<file path="src/rtl/epp_pkg.sv">
package epp_pkg;

    typedef enum logic [1:0] {
        ST_IDLE   = 2'd0,
        ST_SETUP  = 2'd1,
        ST_STROBE = 2'd2,
        ST_TERM   = 2'd3
    } epp_state_e;

    typedef struct packed {
        logic       is_addr;
        logic       is_read;
        logic [7:0] wdata;
    } epp_req_t;

    localparam logic [7:0] EPP_TMO_BYTE = 8'hFF;
    localparam int         EPP_CNT_W    = 16;

    function automatic logic strobe_low(input epp_state_e st, input logic want_addr,
                                        input logic is_addr);
        return (st == ST_STROBE) && (is_addr == want_addr);
    endfunction

endpackage

</file>
<file path="src/rtl/epp_wait_sync.sv">
module epp_wait_sync #(
    parameter int STAGES = 2
) (
    input  logic clk,
    input  logic rst,
    input  logic async_in,
    output logic sync_out
);
    logic [STAGES-1:0] chain;

    always_ff @(posedge clk) begin
        if (rst) chain <= '0;
        else     chain <= {chain[STAGES-2:0], async_in};
    end

    assign sync_out = chain[STAGES-1];

    p_sync_delay_r4: assert property (@(posedge clk) disable iff (rst)
        $rose(sync_out) |-> $past(chain[0]));
endmodule

</file>
<file path="src/rtl/epp_tmo_counter.sv">
module epp_tmo_counter
    import epp_pkg::*;
#(
    parameter int unsigned LIMIT = 1000
) (
    input  logic clk,
    input  logic rst,
    input  logic run,
    input  logic clear,
    output logic expire
);
    localparam logic [EPP_CNT_W-1:0] LAST = EPP_CNT_W'(LIMIT - 1);

    logic [EPP_CNT_W-1:0] cnt;

    always_ff @(posedge clk) begin
        if (rst || clear) cnt <= '0;
        else if (run && cnt != LAST) cnt <= cnt + 1'b1;
    end

    assign expire = run && (cnt == LAST);

    p_cnt_bound_r5: assert property (@(posedge clk) disable iff (rst)
        cnt <= LAST);
endmodule

</file>
<file path="src/rtl/epp_seq.sv">
module epp_seq
    import epp_pkg::*;
(
    input  logic       clk,
    input  logic       rst,
    input  logic       start,
    input  logic       req_addr,
    input  logic       req_rd,
    input  logic [7:0] wr_byte,
    input  logic [7:0] bus_in,
    input  logic       ready,
    input  logic       expire,
    output logic       tmo_run,
    output logic       tmo_clear,
    output logic [7:0] rd_byte,
    output logic       busy,
    output logic       tmo_flag,
    output logic [7:0] bus_out,
    output logic       bus_oe,
    output logic       n_write,
    output logic       n_dstb,
    output logic       n_astb
);
    epp_state_e state;
    epp_req_t   req;
    logic       active;

    always_ff @(posedge clk) begin
        if (rst) begin
            state    <= ST_IDLE;
            req      <= '0;
            rd_byte  <= '0;
            tmo_flag <= 1'b0;
        end else begin
            case (state)
                ST_IDLE: if (start) begin
                    req      <= '{is_addr: req_addr, is_read: req_rd, wdata: wr_byte};
                    tmo_flag <= 1'b0;
                    state    <= ST_SETUP;
                end
                ST_SETUP: state <= ST_STROBE;
                ST_STROBE: begin
                    if (ready) begin
                        if (req.is_read) rd_byte <= bus_in;
                        state <= ST_TERM;
                    end else if (expire) begin
                        if (req.is_read) rd_byte <= EPP_TMO_BYTE;
                        tmo_flag <= 1'b1;
                        state    <= ST_TERM;
                    end
                end
                default: state <= ST_IDLE;
            endcase
        end
    end

    assign active    = (state != ST_IDLE);
    assign busy      = (state == ST_SETUP) || (state == ST_STROBE);
    assign tmo_run   = (state == ST_STROBE) && !ready;
    assign tmo_clear = (state != ST_STROBE);
    assign bus_out   = req.wdata;
    assign bus_oe    = active && !req.is_read;
    assign n_write   = !(active && !req.is_read);
    assign n_dstb    = !strobe_low(state, 1'b0, req.is_addr);
    assign n_astb    = !strobe_low(state, 1'b1, req.is_addr);

    p_one_strobe_r3: assert property (@(posedge clk) disable iff (rst)
        n_dstb || n_astb);
    p_busy_strobe_r7: assert property (@(posedge clk) disable iff (rst)
        (!n_dstb || !n_astb) |-> busy);
    p_bus_stable_r2: assert property (@(posedge clk) disable iff (rst)
        ((!n_dstb || !n_astb) && $past(state) == ST_STROBE) |-> $stable(bus_out));
    p_wait_hold_r4: assert property (@(posedge clk) disable iff (rst)
        (state == ST_STROBE && !ready && !expire) |=> state == ST_STROBE);
    p_gap_r8: assert property (@(posedge clk) disable iff (rst)
        (state == ST_TERM) |=> (state == ST_IDLE && !busy));
    p_tmo_sticky_r9: assert property (@(posedge clk) disable iff (rst)
        (tmo_flag && !(state == ST_IDLE && start)) |=> tmo_flag);
endmodule

</file>
<file path="src/rtl/epp_cycle_engine.sv">
module epp_cycle_engine
    import epp_pkg::*;
#(
    parameter int unsigned TMO_LIMIT   = 1000,
    parameter int          SYNC_STAGES = 2
) (
    input  logic       clk,
    input  logic       rst,
    input  logic       start,
    input  logic       req_addr,
    input  logic       req_rd,
    input  logic [7:0] wr_byte,
    output logic [7:0] rd_byte,
    output logic       busy,
    output logic       tmo_flag,
    output logic [7:0] bus_out,
    output logic       bus_oe,
    input  logic [7:0] bus_in,
    output logic       n_write,
    output logic       n_dstb,
    output logic       n_astb,
    input  logic       n_wait,
    input  logic       irq_in,
    output logic       irq_out
);
    logic ready, expire, tmo_run, tmo_clear;

    epp_wait_sync #(.STAGES(SYNC_STAGES)) u_sync (
        .clk(clk), .rst(rst), .async_in(n_wait), .sync_out(ready)
    );

    epp_tmo_counter #(.LIMIT(TMO_LIMIT)) u_tmo (
        .clk(clk), .rst(rst), .run(tmo_run), .clear(tmo_clear), .expire(expire)
    );

    epp_seq u_seq (
        .clk(clk), .rst(rst), .start(start), .req_addr(req_addr), .req_rd(req_rd),
        .wr_byte(wr_byte), .bus_in(bus_in), .ready(ready), .expire(expire),
        .tmo_run(tmo_run), .tmo_clear(tmo_clear), .rd_byte(rd_byte), .busy(busy),
        .tmo_flag(tmo_flag), .bus_out(bus_out), .bus_oe(bus_oe), .n_write(n_write),
        .n_dstb(n_dstb), .n_astb(n_astb)
    );

    assign irq_out = irq_in;

    p_irq_pass_r10: assert property (@(posedge clk) disable iff (rst)
        irq_out == irq_in);
endmodule

</file>
<file path="config.mk">
export PLATFORM = sky130hd
export DESIGN_NAME = epp_cycle_engine
export DESIGN_NICKNAME = d
export VERILOG_FILES = /design/src/rtl/epp_pkg.sv /design/src/rtl/epp_wait_sync.sv /design/src/rtl/epp_tmo_counter.sv /design/src/rtl/epp_seq.sv /design/src/rtl/epp_cycle_engine.sv
export SDC_FILE = /design/constraint.sdc
export NUM_CORES = 1
export LEC_CHECK = 0
export ABC_AREA = 0
export BUFFER_PORTS_ARGS = -buffer_cell sky130_fd_sc_hd__buf_2
export CORE_UTILIZATION = 42
export CTS_BUF_LIST = sky130_fd_sc_hd__clkbuf_8
export DETAILED_ROUTE_END_ITERATION = 7
export HOLD_SLACK_MARGIN = 0.08
export PLACE_DENSITY = 0.66
export SLEW_MARGIN = 20
export SYNTH_ARGS = -nofsm -noshare
export SYNTH_HDL_FRONTEND = slang
export SYNTH_SLANG_ARGS = --single-unit
</file>
<file path="constraint.sdc">
create_clock -name clk -period 2.5 [get_ports clk]
set_clock_uncertainty 0.1 [all_clocks]
set_input_delay 0.5 -clock clk [delete_from_list [all_inputs] [get_ports clk]]
set_output_delay 0.5 -clock clk [all_outputs]
set_load 0.1 [all_outputs]
</file>
**Word-level counts from Yosys, hierarchy flattened**

Index checks and enable logic that the tools add are counted.

- $add $sub $neg: 1
- $mul: 0
- Div/mod/pow operators: 0
- Order comparisons: 0
- Equal/unequal tests: 9
- Shifts and indexed selects: 0
- Muxes and demuxes: 12
- Bitwise operators: 1
- Reductions and logical operators: 21

Operator list:

| cell | count |
|---|---|
| 8-bit two-way mux | 4 |
| 16-bit by 1-bit adder with 16-bit output (second input constant) | 1 |
| 16-bit by 10-bit equality test with 1-bit output (second input constant) | 1 |
| 16-bit by 10-bit inequality test with 1-bit output (second input constant) | 1 |
| 2-bit inequality test (second input constant) | 4 |
| 1-bit logical AND | 6 |
| 2-bit two-way mux | 3 |
| 2-bit one-hot mux with 3 select lines | 1 |
| 2-bit nonzero test | 3 |
| 1-bit zero test | 5 |
| 2-bit AND reduction | 2 |
| 4-bit AND reduction | 1 |
| 1-bit two-way mux | 3 |
| 3-bit inequality test (second input constant) | 1 |
| 3-bit AND reduction | 1 |
| 2-bit by 1-bit equality test with 1-bit output (second input constant) | 1 |
| 2-bit equality test (second input constant) | 1 |
| 2-bit zero test | 1 |
| 1-bit logical OR | 2 |
| 1-bit one-hot mux with 2 select lines | 1 |
| 1-bit inverter | 1 |

- Register bits after elaboration: 39
- Bits in latches: 0
- Memory bits (writable): 0
- Memory bits (read-only): 0
- Bits of input ports: 23
- Output and inout port bits: 23
- Logic and storage cells: 52
- Memories: 0

**Depth between registers and ports, before layout**

- Depth after elaboration: 6
- Mapped depth: 7
- Gate-level depth less buffers: 6

**Modules after synthesis**

A second synthesis with hierarchy kept.

- Cells, all modules: 221
- Area total of the unflattened synthesis: 1905.6 sq um

Modules (own cells, without submodules):

| module | instances | cells each | area an instance (sq um) | seq. area each (sq um) |
|---|---|---|---|---|
| epp_seq | 1 | 119 | 1006.0 | 420.4 |
| epp_tmo_counter | 1 | 97 | 839.6 | 320.3 |
| epp_wait_sync | 1 | 4 | 52.6 | 40.0 |
| epp_cycle_engine | 1 | 1 | 7.5 | 0.0 |

**Worst setup path before layout**

Ideal clock, no wire load.

- Kind: register to output
- From: register u_seq.state[0]
- To: output port bus_oe
- Arrival: 1.830 ns
- Slack: 0.070 ns
- Stages on the path, launching flop included: 5
- Cell sequence: dfxtp_1 inv_1 ha_1 or2_2 inv_1

- Cells in the longest elaborated chain, start to end: 2

Ends and longest elaborated chain:

| what | line | RTL |
|---|---|---|
| start, declared | epp_seq.sv:24 | `epp_state_e state;` |
| start signal, assigned | epp_seq.sv:30 | `state <= ST_IDLE;` |
| start signal, assigned | epp_seq.sv:39 | `state <= ST_SETUP;` |
| start signal, assigned | epp_seq.sv:41 | `ST_SETUP: state <= ST_STROBE;` |
| 2-bit nonzero test | epp_seq.sv:57 | `assign active = (state != ST_IDLE);` |
| 1-bit logical AND | epp_seq.sv:62 | `assign bus_oe = active && !req.is_read;` |
| end, declared | epp_cycle_engine.sv:17 | `output logic bus_oe,` |

Every way passes these cells.

**Worst setup path after layout**

Same ends and word-level chain as after synthesis.

==> impl_metrics.toml <==
[worst_setup_path]
slowest_stage = "buf_2"
cpLargestDelayFamily = "buffers and inverters"
path_buf_inv = 3
crit_required_ns = 1.90
r2r_slack_ns = 0.25
cp_cell_sequence = "inv_1 -> ha_1 -> or2_2 -> inv_1 -> buf_2"
critPathCaptureType = "output pin"
cpPeakStageDelay_ns = 0.41
cpMostUsedCell = "inv_1"
crit_type = "reg -> out"
critical_path_peak_fanout = 5
start_kind = "flop"
arrival_ns = 1.79

[floorplan]
dieArea_sq_um = 4479
io_pins = 46
die_h_microns = 66.93
fp-row-count = 23
die_w_microns = 66.93
start_util_pct = 43.94
core_region_area_sq_um = 4029

[timing]
drv_slew = 0
fin_setup_tns_ns = 0
holdWs_ns = 0.3187
fin_crit_sh_pct = 95.46
fin_crit_ns = 2.387
rsz0062_at_grt = "no"
worst_pin_slew_ns = 0.5925
setup_violations = 0
hold_viol = 0
fmax_ghz = 0.4190
relSlewSlack_pct = 60.33

[power]
leakagePower_nw = 0.8276
p_comb_share_pct = 42.0
intPower_mw = 1.162
irDropWorstVdd_v = 0.0005128
p_switching_uw = 980.2
total_power_mw = 2.143
clockPowerShare_pct = 25.2
netSwitchingFraction_pct = 45.75
powerDensity_nw_per_um2 = 1017
seqPwrFrac_pct = 32.8

[global_route]
grt_max_degree = 19
grt_usage_pct = 18.51
grt_pass1_wl_microns = 6258
grt_pass1_vias = 1394
overflow = 0
antenna_found_initial = 0

[min_path]
hold_class = "in -> reg"

[clock_network]
cts_made_buffers = 5
htree_levels = 2
root_buffer = "clkbuf_8"
tritoncts = "done"
clk_latency_ns = 0.29
postCtsSetupBuffers = 0
cts_resized = 0
cts.path.max_buffers = 2
cts_sinks = 39
cts_hold_buf = 0
clk_pin_slew_ns = 0.08

[synth]
yosysUniqueCellTypes = 34
seq_area_frac_synth_pct = 44.10
yosys_warnings = 0
syn_avg_cell_area_sq_um = 8.197
syn-num-nets = 243
netlist_instances = 216
synth.cell_area_sq_um = 1770
ys_seq_elements = 39

[cells_and_area]
finalNonFillerCells = 306
final_layout_size_suffix_gt1_share_pct = 25.39
diodes = 0
final_util_pct = 52.27
layout.nets = 282
syn_to_final_growth_pct = 18.94

[route]
firstDrtPassIters = 4
vias = 1554
route.detailed.drc = 0
viasPerCell = 5.078
wire_per_inst_microns = 11.83
ant_nets = 0
drt_iter0_drc = 97
wl_microns = 3619

[flow_run]
drv_cap = 0

[placed_design]
portBuffers = 43
finalWeightedCongestion = 0.7334
dp.cells = 298
dp_hpwl_microns = 2516

[run_status]
status = "completed"
layout make-up:
type / instances / area [sq um]
fill: 398 / 1923
clock inverter: 2 / 35.03
clock buffer: 6 / 82.58
inverter: 14 / 52.55
multi-input combinational: 147 / 839.6
tap: 50 / 62.56
sequential: 39 / 780.7
timing repair buffer: 48 / 252.7
worst paths after layout:
kind,cells after the start,start,endpoint
setup / recovery,5,u_seq.state[0],bus_oe
hold / removal,2,n_wait,u_sync.chain[0]
setup reg to reg,4,u_tmo.cnt[10],u_seq.state[1]
hold reg to reg,1,u_sync.chain[0],u_sync.chain[1]
Yosys cell counts (all sizes together):
cell / n / share of area (%)
a21oi: 29 / 8.2
o21ai: 15 / 4.2
or3: 6 / 2.1
nand3: 5 / 1.4
nor2b: 5 / 1.8
or4b: 1 / 0.57
clkbuf: 6 / 1.3
xor2: 2 / 0.99
inv: 14 / 3.0
nor2: 9 / 1.9
or2: 1 / 0.35
xnor2: 4 / 2.0
o31ai: 1 / 0.42
buf: 10 / 4.2
dfxtp: 39 / 44
o211ai: 1 / 0.42
o21bai: 1 / 0.42
nand4: 2 / 0.71
nor4: 4 / 1.8
nand2: 33 / 7.0
a31oi: 2 / 0.71
ha: 4 / 2.8
a31o: 3 / 1.5
and3: 2 / 0.78
o311ai: 2 / 0.99
nand4b: 1 / 0.49
and2: 1 / 0.35
or4: 6 / 3.2
nor3: 4 / 1.1
nor4b: 1 / 0.49
nand2b: 2 / 0.71
layer usage:
layer  part of all wire [%]  up-vias  global-route usage, %
met4                    1.5        0                  7.447
met5                      0        -                      0
met3                    6.0        6                  5.651
met1                     46      690                  23.78
li1                       -      813                      -
met2                     46       45                  28.54
worst reg2reg max path: cells and delay by family, from the launching register on:
kind            cells  cell delay, ns
compound gates      1            0.08
flops               1            0.36
simple gates        3            1.63
power groups by stage:
stage / clock [mW] / combinational, mW / sequential, mW
2_1_floorplan: 0 / 0.799 / 0.718
3_3_place_gp: 0 / 0.897 / 0.715
3_5_place_dp: 0 / 0.898 / 0.716
4_1_cts: 0.553 / 0.903 / 0.703
5_1_grt: 0.582 / 0.953 / 0.710
6_report: 0.539 / 0.901 / 0.703
stage by stage:
step | setup WS (ns) | area (sq um)
floorplan | 0.07018 | 1770
global route | 0.02482 | 2106
detailed placement | 0.2597 | 1988
global placement | 0.2691 | 1988
finish | 0.1135 | 2106
CTS | 0.1114 | 2106
cell usage in the layout, fill, tap and decap left out, types with 3 or more instances in the layout:
cell type,netlist,layout
nor3_1,4,4
clkbuf_8,0,6
nor2_1,9,9
buf_4,10,5
inv_1,14,14
buf_2,0,43
xnor2_1,4,4
ha_1,4,4
nand2_1,33,33
or4_4,3,3
nor2b_1,5,5
or4_1,3,3
dfxtp_1,39,39
nand3_1,5,5
a31o_2,3,3
a21oi_1,29,29
o21ai_0,15,15
or3_1,6,6
nor4_1,3,3
flip-flops by register name, summed over array words and instances, names as in the netlist:
register        flops
u_sync.chain        2
u_seq.bus_out       8
u_seq.state         2
u_seq.tmo_flag      1
u_seq.rd_byte       8
u_seq.req           2
u_tmo.cnt          16
logic make-up after synthesis:
kind of cell,synth area share [%]
adder cells (fa/ha/maj),2.827
AND/OR/NAND/NOR,24.74
AO/OA/AOI/OAI,16.89
XOR/XNOR,2.968
buffers and inverters,8.480
flip-flops,44.10
Note: power is estimated with default switching activity, not from simulation.
